File: config.mk
export PLATFORM = sky130hd
export DESIGN_NAME = rstcause_status
export DESIGN_NICKNAME = d
export VERILOG_FILES = /design/src/rtl/rstcause_pkg.sv /design/src/rtl/rstcause_flag.sv /design/src/rtl/rstcause_setmap.sv /design/src/rtl/rstcause_bank.sv /design/src/rtl/rstcause_status.sv
export SDC_FILE = /design/constraint.sdc
export NUM_CORES = 1
export LEC_CHECK = 0
export CAP_MARGIN = 10
export CORE_AREA = 2 2 39 41
export DETAILED_ROUTE_END_ITERATION = 16
export DIE_AREA = 0 0 41 43
export DONT_BUFFER_PORTS = 1
export PLACE_DENSITY = 0.72
export SLEW_MARGIN = 20
export SYNTH_ARGS = -nofsm -noshare
export SYNTH_HDL_FRONTEND = slang
export SYNTH_SLANG_ARGS = --single-unit
export TNS_END_PERCENT = 20
File: constraint.sdc
create_clock -name clk -period 0.8 [get_ports clk]
set_input_delay 0.12 -clock clk [delete_from_list [all_inputs] [get_ports clk]]
set_output_delay 0.12 -clock clk [all_outputs]
set_load 0.005 [all_outputs]
File: src/rtl/rstcause_pkg.sv
// rstcause_pkg: bit positions, reset domains and derived masks shared by the
// reset cause status register and its checker.
package rstcause_pkg;

    localparam int REG_W     = 32;
    localparam int NWDOG     = 5;
    localparam int POS_COLD  = 0;
    localparam int POS_WARM  = 1;
    localparam int POS_LPOR  = 2;
    localparam int POS_WDOG0 = 16;
    localparam int POS_DBG   = 24;
    localparam int POS_DAP   = 25;

    // Reset domain of a flag: which reset returns it to its reset value.
    typedef enum logic [1:0] {
        DOM_POR  = 2'd0,
        DOM_COLD = 2'd1,
        DOM_WARM = 2'd2
    } dom_e;

    // Mask of bits that hold a flag.
    function automatic logic [REG_W-1:0] calc_impl_mask();
        logic [REG_W-1:0] m;
        m = '0;
        m[POS_COLD] = 1'b1;
        m[POS_WARM] = 1'b1;
        m[POS_LPOR] = 1'b1;
        for (int i = 0; i < NWDOG; i++) m[POS_WDOG0+i] = 1'b1;
        m[POS_DBG] = 1'b1;
        m[POS_DAP] = 1'b1;
        return m;
    endfunction

    // Mask of flags that only a power-on reset clears.
    function automatic logic [REG_W-1:0] calc_por_mask();
        logic [REG_W-1:0] m;
        m = '0;
        m[POS_COLD] = 1'b1;
        m[POS_LPOR] = 1'b1;
        m[POS_DBG]  = 1'b1;
        m[POS_DAP]  = 1'b1;
        return m;
    endfunction

    // Register value right after a power-on reset.
    function automatic logic [REG_W-1:0] calc_rst_value();
        logic [REG_W-1:0] m;
        m = '0;
        m[POS_LPOR] = 1'b1;
        return m;
    endfunction

    localparam logic [REG_W-1:0] IMPL_MASK = calc_impl_mask();
    localparam logic [REG_W-1:0] POR_MASK  = calc_por_mask();
    localparam logic [REG_W-1:0] COLD_MASK = IMPL_MASK & ~POR_MASK;
    localparam logic [REG_W-1:0] RSVD_MASK = ~IMPL_MASK;
    localparam logic [REG_W-1:0] RST_VALUE = calc_rst_value();

    // Domain of bit b; no flag is placed in the warm domain.
    function automatic dom_e flag_dom(int b);
        if (POR_MASK[b]) return DOM_POR;
        return DOM_COLD;
    endfunction

endpackage

File: src/rtl/rstcause_flag.sv
// rstcause_flag: one sticky status bit with its own reset domain.
// Assumes the resets are synchronous to clk and active low. Power-on beats
// cold, cold beats warm. A reset only touches the bit if the domain includes
// it. Below the resets, a set beats a clear. A cell with IMPLEMENTED = 0
// is a reserved bit that stays at 0.
module rstcause_flag
    import rstcause_pkg::*;
#(
    parameter bit   IMPLEMENTED = 1'b1,
    parameter bit   RST_VAL     = 1'b0,
    parameter dom_e DOM         = DOM_COLD
) (
    input  logic clk,
    input  logic por_rst_n,
    input  logic cold_rst_n,
    input  logic warm_rst_n,
    input  logic set_i,
    input  logic clr_i,
    output logic q_o
);

    localparam bit COLD_HITS = (DOM != DOM_POR);
    localparam bit WARM_HITS = (DOM == DOM_WARM);

    logic q;

    // Update the flag: resets by domain, then set, then clear.
    always_ff @(posedge clk) begin
        if (!por_rst_n)
            q <= RST_VAL;
        else if (!cold_rst_n && COLD_HITS)
            q <= RST_VAL;
        else if (!warm_rst_n && WARM_HITS)
            q <= RST_VAL;
        else if (IMPLEMENTED && set_i)
            q <= 1'b1;
        else if (IMPLEMENTED && clr_i)
            q <= 1'b0;
    end

    assign q_o = IMPLEMENTED ? q : 1'b0;

endmodule

File: src/rtl/rstcause_setmap.sv
// rstcause_setmap: places each source's event pulse on its register bit.
// Assumes the pulses are single-cycle and synchronous to the register clock.
// Reserved positions stay 0.
module rstcause_setmap
    import rstcause_pkg::*;
(
    input  logic             evt_cold_req,
    input  logic             evt_warm_req,
    input  logic             evt_last_por,
    input  logic [NWDOG-1:0] evt_wdog,
    input  logic             evt_debug,
    input  logic             evt_dap,
    output logic [REG_W-1:0] set_vec
);

    logic [REG_W-1:0] wdog_bits;

    // Watchdog pulses go to consecutive bits starting at the first watchdog slot.
    for (genvar i = 0; i < REG_W; i++) begin : g_wdog
        if (i >= POS_WDOG0 && i < POS_WDOG0 + NWDOG) begin : g_on
            assign wdog_bits[i] = evt_wdog[i-POS_WDOG0];
        end else begin : g_off
            assign wdog_bits[i] = 1'b0;
        end
    end

    // Combine the single-bit sources with the watchdog field.
    always_comb begin
        set_vec           = wdog_bits;
        set_vec[POS_COLD] = evt_cold_req;
        set_vec[POS_WARM] = evt_warm_req;
        set_vec[POS_LPOR] = evt_last_por;
        set_vec[POS_DBG]  = evt_debug;
        set_vec[POS_DAP]  = evt_dap;
    end

endmodule

File: src/rtl/rstcause_bank.sv
// rstcause_bank: the full row of flag cells. Each bit takes its
// implementation, reset value and domain from the package masks.
// Assumes set and clear vectors are already aligned to register bits.
module rstcause_bank
    import rstcause_pkg::*;
(
    input  logic             clk,
    input  logic             por_rst_n,
    input  logic             cold_rst_n,
    input  logic             warm_rst_n,
    input  logic [REG_W-1:0] set_vec,
    input  logic [REG_W-1:0] clr_vec,
    output logic [REG_W-1:0] flags
);

    // One cell per bit, configured from the package masks.
    for (genvar b = 0; b < REG_W; b++) begin : g_bit
        localparam bit   IMPL = IMPL_MASK[b];
        localparam bit   RV   = RST_VALUE[b];
        localparam dom_e DM   = flag_dom(b);
        rstcause_flag #(
            .IMPLEMENTED (IMPL),
            .RST_VAL     (RV),
            .DOM         (DM)
        ) u_flag (
            .clk        (clk),
            .por_rst_n  (por_rst_n),
            .cold_rst_n (cold_rst_n),
            .warm_rst_n (warm_rst_n),
            .set_i      (set_vec[b]),
            .clr_i      (clr_vec[b]),
            .q_o        (flags[b])
        );
    end

endmodule

File: src/rtl/rstcause_status.sv
// rstcause_status: reset cause status register, top level.
// Records which source requested the last reset. Software clears flags by
// writing 1s. Reads come straight from the flags and have no side effects.
// Assumes all inputs are synchronous to clk and all resets are active low.
module rstcause_status
    import rstcause_pkg::*;
(
    input  logic             clk,
    input  logic             por_rst_n,
    input  logic             cold_rst_n,
    input  logic             warm_rst_n,
    input  logic             evt_cold_req,
    input  logic             evt_warm_req,
    input  logic             evt_last_por,
    input  logic [NWDOG-1:0] evt_wdog,
    input  logic             evt_debug,
    input  logic             evt_dap,
    input  logic             wr_en,
    input  logic [REG_W-1:0] wr_data,
    output logic [REG_W-1:0] rd_data
);

    logic [REG_W-1:0] set_vec;
    logic [REG_W-1:0] clr_vec;

    rstcause_setmap u_map (
        .evt_cold_req (evt_cold_req),
        .evt_warm_req (evt_warm_req),
        .evt_last_por (evt_last_por),
        .evt_wdog     (evt_wdog),
        .evt_debug    (evt_debug),
        .evt_dap      (evt_dap),
        .set_vec      (set_vec)
    );

    // Write-one-to-clear: gate the write data with the strobe.
    assign clr_vec = wr_en ? wr_data : '0;

    rstcause_bank u_bank (
        .clk        (clk),
        .por_rst_n  (por_rst_n),
        .cold_rst_n (cold_rst_n),
        .warm_rst_n (warm_rst_n),
        .set_vec    (set_vec),
        .clr_vec    (clr_vec),
        .flags      (rd_data)
    );

endmodule

After elaboration in Yosys (flattened, before gate mapping)

Cells that the tools add are included.
Widths: inputs -> output; s select.

Flip-flop bits (word level): 10
Input port bits: 47
Output and inout port bits: 32
Logic and storage cells: 41

Mux-type cells: 19
Bitwise logic cells: 1
Reduce and logical (&&, ||, !) cells: 11

Operators with widths:

| kind              | count |
|---|---|
| $mux 26           | 1 |
| $mux 1            | 18 |
| $reduce_bool 2->1 | 9 |
| $reduce_and 2->1  | 1 |
| $reduce_or 2->1   | 1 |
| $not 1->1         | 1 |

Logic depth before layout (Yosys ltp)

Word-level depth: 3
Gate-level depth with buffers: 3
Depth with buffers taken out: 2

Hierarchy

From an unflattened synthesis, not the netlist that was laid out.

Cell total of the unflattened synthesis: 142
Area, all modules: 1122.3 sq um

By module, submodules not included:

| module                                       | times used | cells an instance | area each (sq um) | sequential area each (sq um) |
|---|---|---|---|---|
| rstcause_status                              | 1          | 35                | 255.2             | 0.0 |
| rstcause_flag at u_bank.g_bit[10].u_flag ... | 22         | 2                 | 11.3              | 0.0 |
| rstcause_setmap                              | 1          | 33                | 244.0             | 0.0 |
| rstcause_flag at u_bank.g_bit[16].u_flag ... | 6          | 3                 | 36.3              | 20.0 |
| rstcause_flag at u_bank.g_bit[0].u_flag ...  | 3          | 3                 | 41.3              | 20.0 |
| rstcause_flag at u_bank.g_bit[2].u_flag      | 1          | 3                 | 33.8              | 20.0 |

Worst setup path after synthesis

No wires, ideal clock.

Path type: input-to-reg
Start point: input wr_en
End point: register u_bank.g_bit[2].u_flag.q
Library setup time: 120 ps
Data arrival time: 530 ps
Data required time: 680 ps
Slack: 150 ps
Stages: 3
Buffers on the path: 1
Cells stage by stage: buf_6 -> nand2_1 -> a211o_1

Cells in the longest elaborated chain, start to end: 1

RTL lines:

| item                   | RTL line              | RTL |
|---|---|---|
| start: declaration     | rstcause_status.sv:18 | `input logic wr_en,` |
| $mux 26                | rstcause_status.sv:37 | `assign clr_vec = wr_en ? wr_data : '0;` |
| end signal: assignment | rstcause_flag.sv:34   | `q <= RST_VAL;` |
| end signal: assignment | rstcause_flag.sv:36   | `q <= 1'b1;` |
| end signal: assignment | rstcause_flag.sv:38   | `q <= 1'b0;` |
| end: declaration       | rstcause_flag.sv:25   | `logic q;` |

Every way passes these cells.
A chain may end at the register's enable or synchronous reset.

Worst setup path after layout

Start point: input evt_last_por
End point: register u_bank.g_bit[2].u_flag.q

Cells in the longest elaborated chain, start to end: 1

RTL lines:

| item                             | RTL line              | RTL |
|---|---|---|
| start: declaration               | rstcause_status.sv:14 | `input logic evt_last_por,` |
| $reduce_or 2->1 (no source line) | n/a                   |  |
| end signal: assignment           | rstcause_flag.sv:30   | `q <= RST_VAL;` |
| end signal: assignment           | rstcause_flag.sv:32   | `q <= RST_VAL;` |
| end signal: assignment           | rstcause_flag.sv:34   |  |

Every way passes these cells.

==> flow_summary.ini <==
[critical_path]
start_kind = input port
worstSetupPathType = in2reg
crit_required_ns = 0.95
r2r-start = u_bank.g_bit[2].u_flag.q_o$_SDFFE_PP1P_
crit_family = buffers and inverters
end_kind = flop
crit_start = evt_last_por
path_buf_inv = 1
path_cells = dlygate4sd3_1, a211o_1
critPathArrivalTime_ns = 0.93
slowest_stage = dlygate4sd3_1
crit_fanout = 1
timing.critical_path.slowest_cell_delay_ns = 0.54

[floorplan]
dieArea_um2 = 1763
start_util_pct = 44.85
die_h_um = 43
core_region_area_um2 = 1384
ios = 79
rows = 14
die_w_um = 41

[clock_tree]
cts.sinks = 10
worstSkewPairLatency_ns = 0.25
cts.clk_slew.worst_paths_ns = 0.06
clockBufferDepth = 2
ctsHoldBuffers = 2
cts_buffers = 3
cts_root_buf = clkbuf_4
cts_tree = yes
htreeDepth = 1

[routing]
routed_wl_um = 898
num_vias = 361
vias_per_cell = 4.298
drc = 0
dr.pass1.iters = 2
wire_per_inst_um = 10.69
ant_nets = 0
drtIter0Drc = 5

[global_route]
grt_overflow = 0
grt.total_usage_pct = 9.849
grt_pass1_wl_mm = 1.152
antenna_found_initial = 0
grt_max_degree = 11
grt_pass1_vias = 272

[place]
numPortBuffers = 0
detailed_place_hpwl_um = 705.4
place_congestion = 0.5740
dpl_cell_area_um2 = 467.9

[sta]
timing.fmax_ghz = 1.281
setup_viol_count_final = 0
finalClockSkew_ns = 0
fin_tns_setup_ns = 0
drv_slew = 0
finalHoldViolCount = 9
rsz0062_at_grt = false
hold_slack_ns = -0.03457
period_share_pct = 97.61
fin_crit_ns = 0.7809

[pwr]
p_per_area_nw_per_um2 = 1861
peakVddDrop_v = 0.0006579
p_leak_uw = 0.0002614

[yosys]
ys_ff_latch = 10
synth-simple-area-share_pct = 5.242
synth.top_cells.by_count = 32 x buf_4, 10 x dfxtp_1, 10 x inv_1
async_reset_ff_share_pct = 0
synth_top_family_by_area = buffers and inverters
yosysMostFrequentCell = buf_4
synth_top_area_share_pct = 38.71
yosys.area_share.xor_xnor_pct = 0
synth_cell_types = 12
postSynthCellCount = 75
synth_top_area_cell = buf_4
syn-cell-area_um2 = 620.6
synth_edf_count = 0
avgSynthCellArea_um2 = 8.275
synth_seq_area_share_pct = 32.26
synthTopCellsByArea = buf_4 39%, dfxtp_1 32%, a311oi_1 8.5%
ys.flop_type = dfxtp_1
synth_compound_area_share_pct = 15.32
synthAdderAreaFrac_pct = 0
muxShareOfSynthArea_pct = 0
yosys_warnings = 0

[cells_and_area]
drive_gt1_share_pct = 5.882
fin_nets = 117
final_area_um2 = 510.5
syn_to_final_growth_pct = -17.74
antenna-diode-count = 0
largest_reg_flops = 10
nFillCells = 160

[min_path]
min-delay-start = wr_en
holdCritPathClass = in2reg

[status]
violations = hold timing
status = finished, violations left

[flow_run]
cap_violations = 0
==> metrics by stage <==
step           util (%)  power (uW)  worst slack, ns  std cells
2_1_floorplan         -       740.0           0.1498         96
3_3_place_gp      33.82       624.7           0.1376         79
3_5_place_dp      33.82       627.1           0.1288         79
4_1_cts           36.89       959.9          0.03610         84
5_1_grt           36.89       995.5          0.01596         84
6_report          36.89       949.8          0.01910         84
==> per-layer routing <==
metal	vias up	track usage [%]	wire [um]
met5	-	0	0
met4	0	8.000	0
met3	0	5.759	154
met2	27	13.13	457
met1	159	10.65	286
li1	175	-	-
==> what timing repair did <==
item,in CTS,in global routing
endpoints found under the hold margin,10,9
setup endpoints to repair,0,0
buffers inserted,0,0
resized for setup,0,0
==> cell type report <==
| cell class | count | area, um2 | share of cell area [%] |
|---|---|---|---|
| Clock buffer | 3 | 22.52 | 4.412 |
| Inverter | 10 | 37.54 | 7.353 |
| Multi-Input combinational cell | 43 | 210.2 | 41.18 |
| Sequential cell | 10 | 200.2 | 39.22 |
| Timing Repair Buffer | 2 | 20.02 | 3.922 |
| Tap cell | 16 | 20.02 | 3.922 |
==> path summary, 6_finish.rpt <==
| path | to | slack, ns | cells after the start |
|---|---|---|---|
| max | u_bank.g_bit[2].u_flag.q_o$_SDFFE_PP1P_ | 0.02 | 2 |
| min | u_bank.g_bit[24].u_flag.q_o$_SDFFE_PN0P_ | -0.03 | 1 |
| max reg2reg | u_bank.g_bit[2].u_flag.q_o$_SDFFE_PP1P_ | 0.12 | 1 |
| min reg2reg | u_bank.g_bit[1].u_flag.q_o$_SDFFE_PN0P_ | 0.50 | 2 |
==> layout by cell type (no fill, tap or decap) <==
master          n
clkbuf_4        3
nand2_1         1
o21ai_0         3
nand2_2         1
nor2_1          6
a31oi_1         3
dfxtp_1        10
dlygate4sd3_1   2
a311oi_1        6
a211o_1         1
conb_1         22
inv_1          10
==> cell families after synthesis <==
logic type / after synthesis
AO/OA/AOI/OAI: 13
buffers and inverters: 43
flip-flops: 10
other: 1
AND/OR/NAND/NOR: 8
==> where the power goes <==
| group | total, uW | switching, uW | internal (uW) |
|---|---|---|---|
| Combinational | 79.8 | 49.0 | 30.8 |
| Clock | 325 | 152 | 173 |
| Sequential | 545 | 19.1 | 526 |
(Power assumes the default switching activity.)
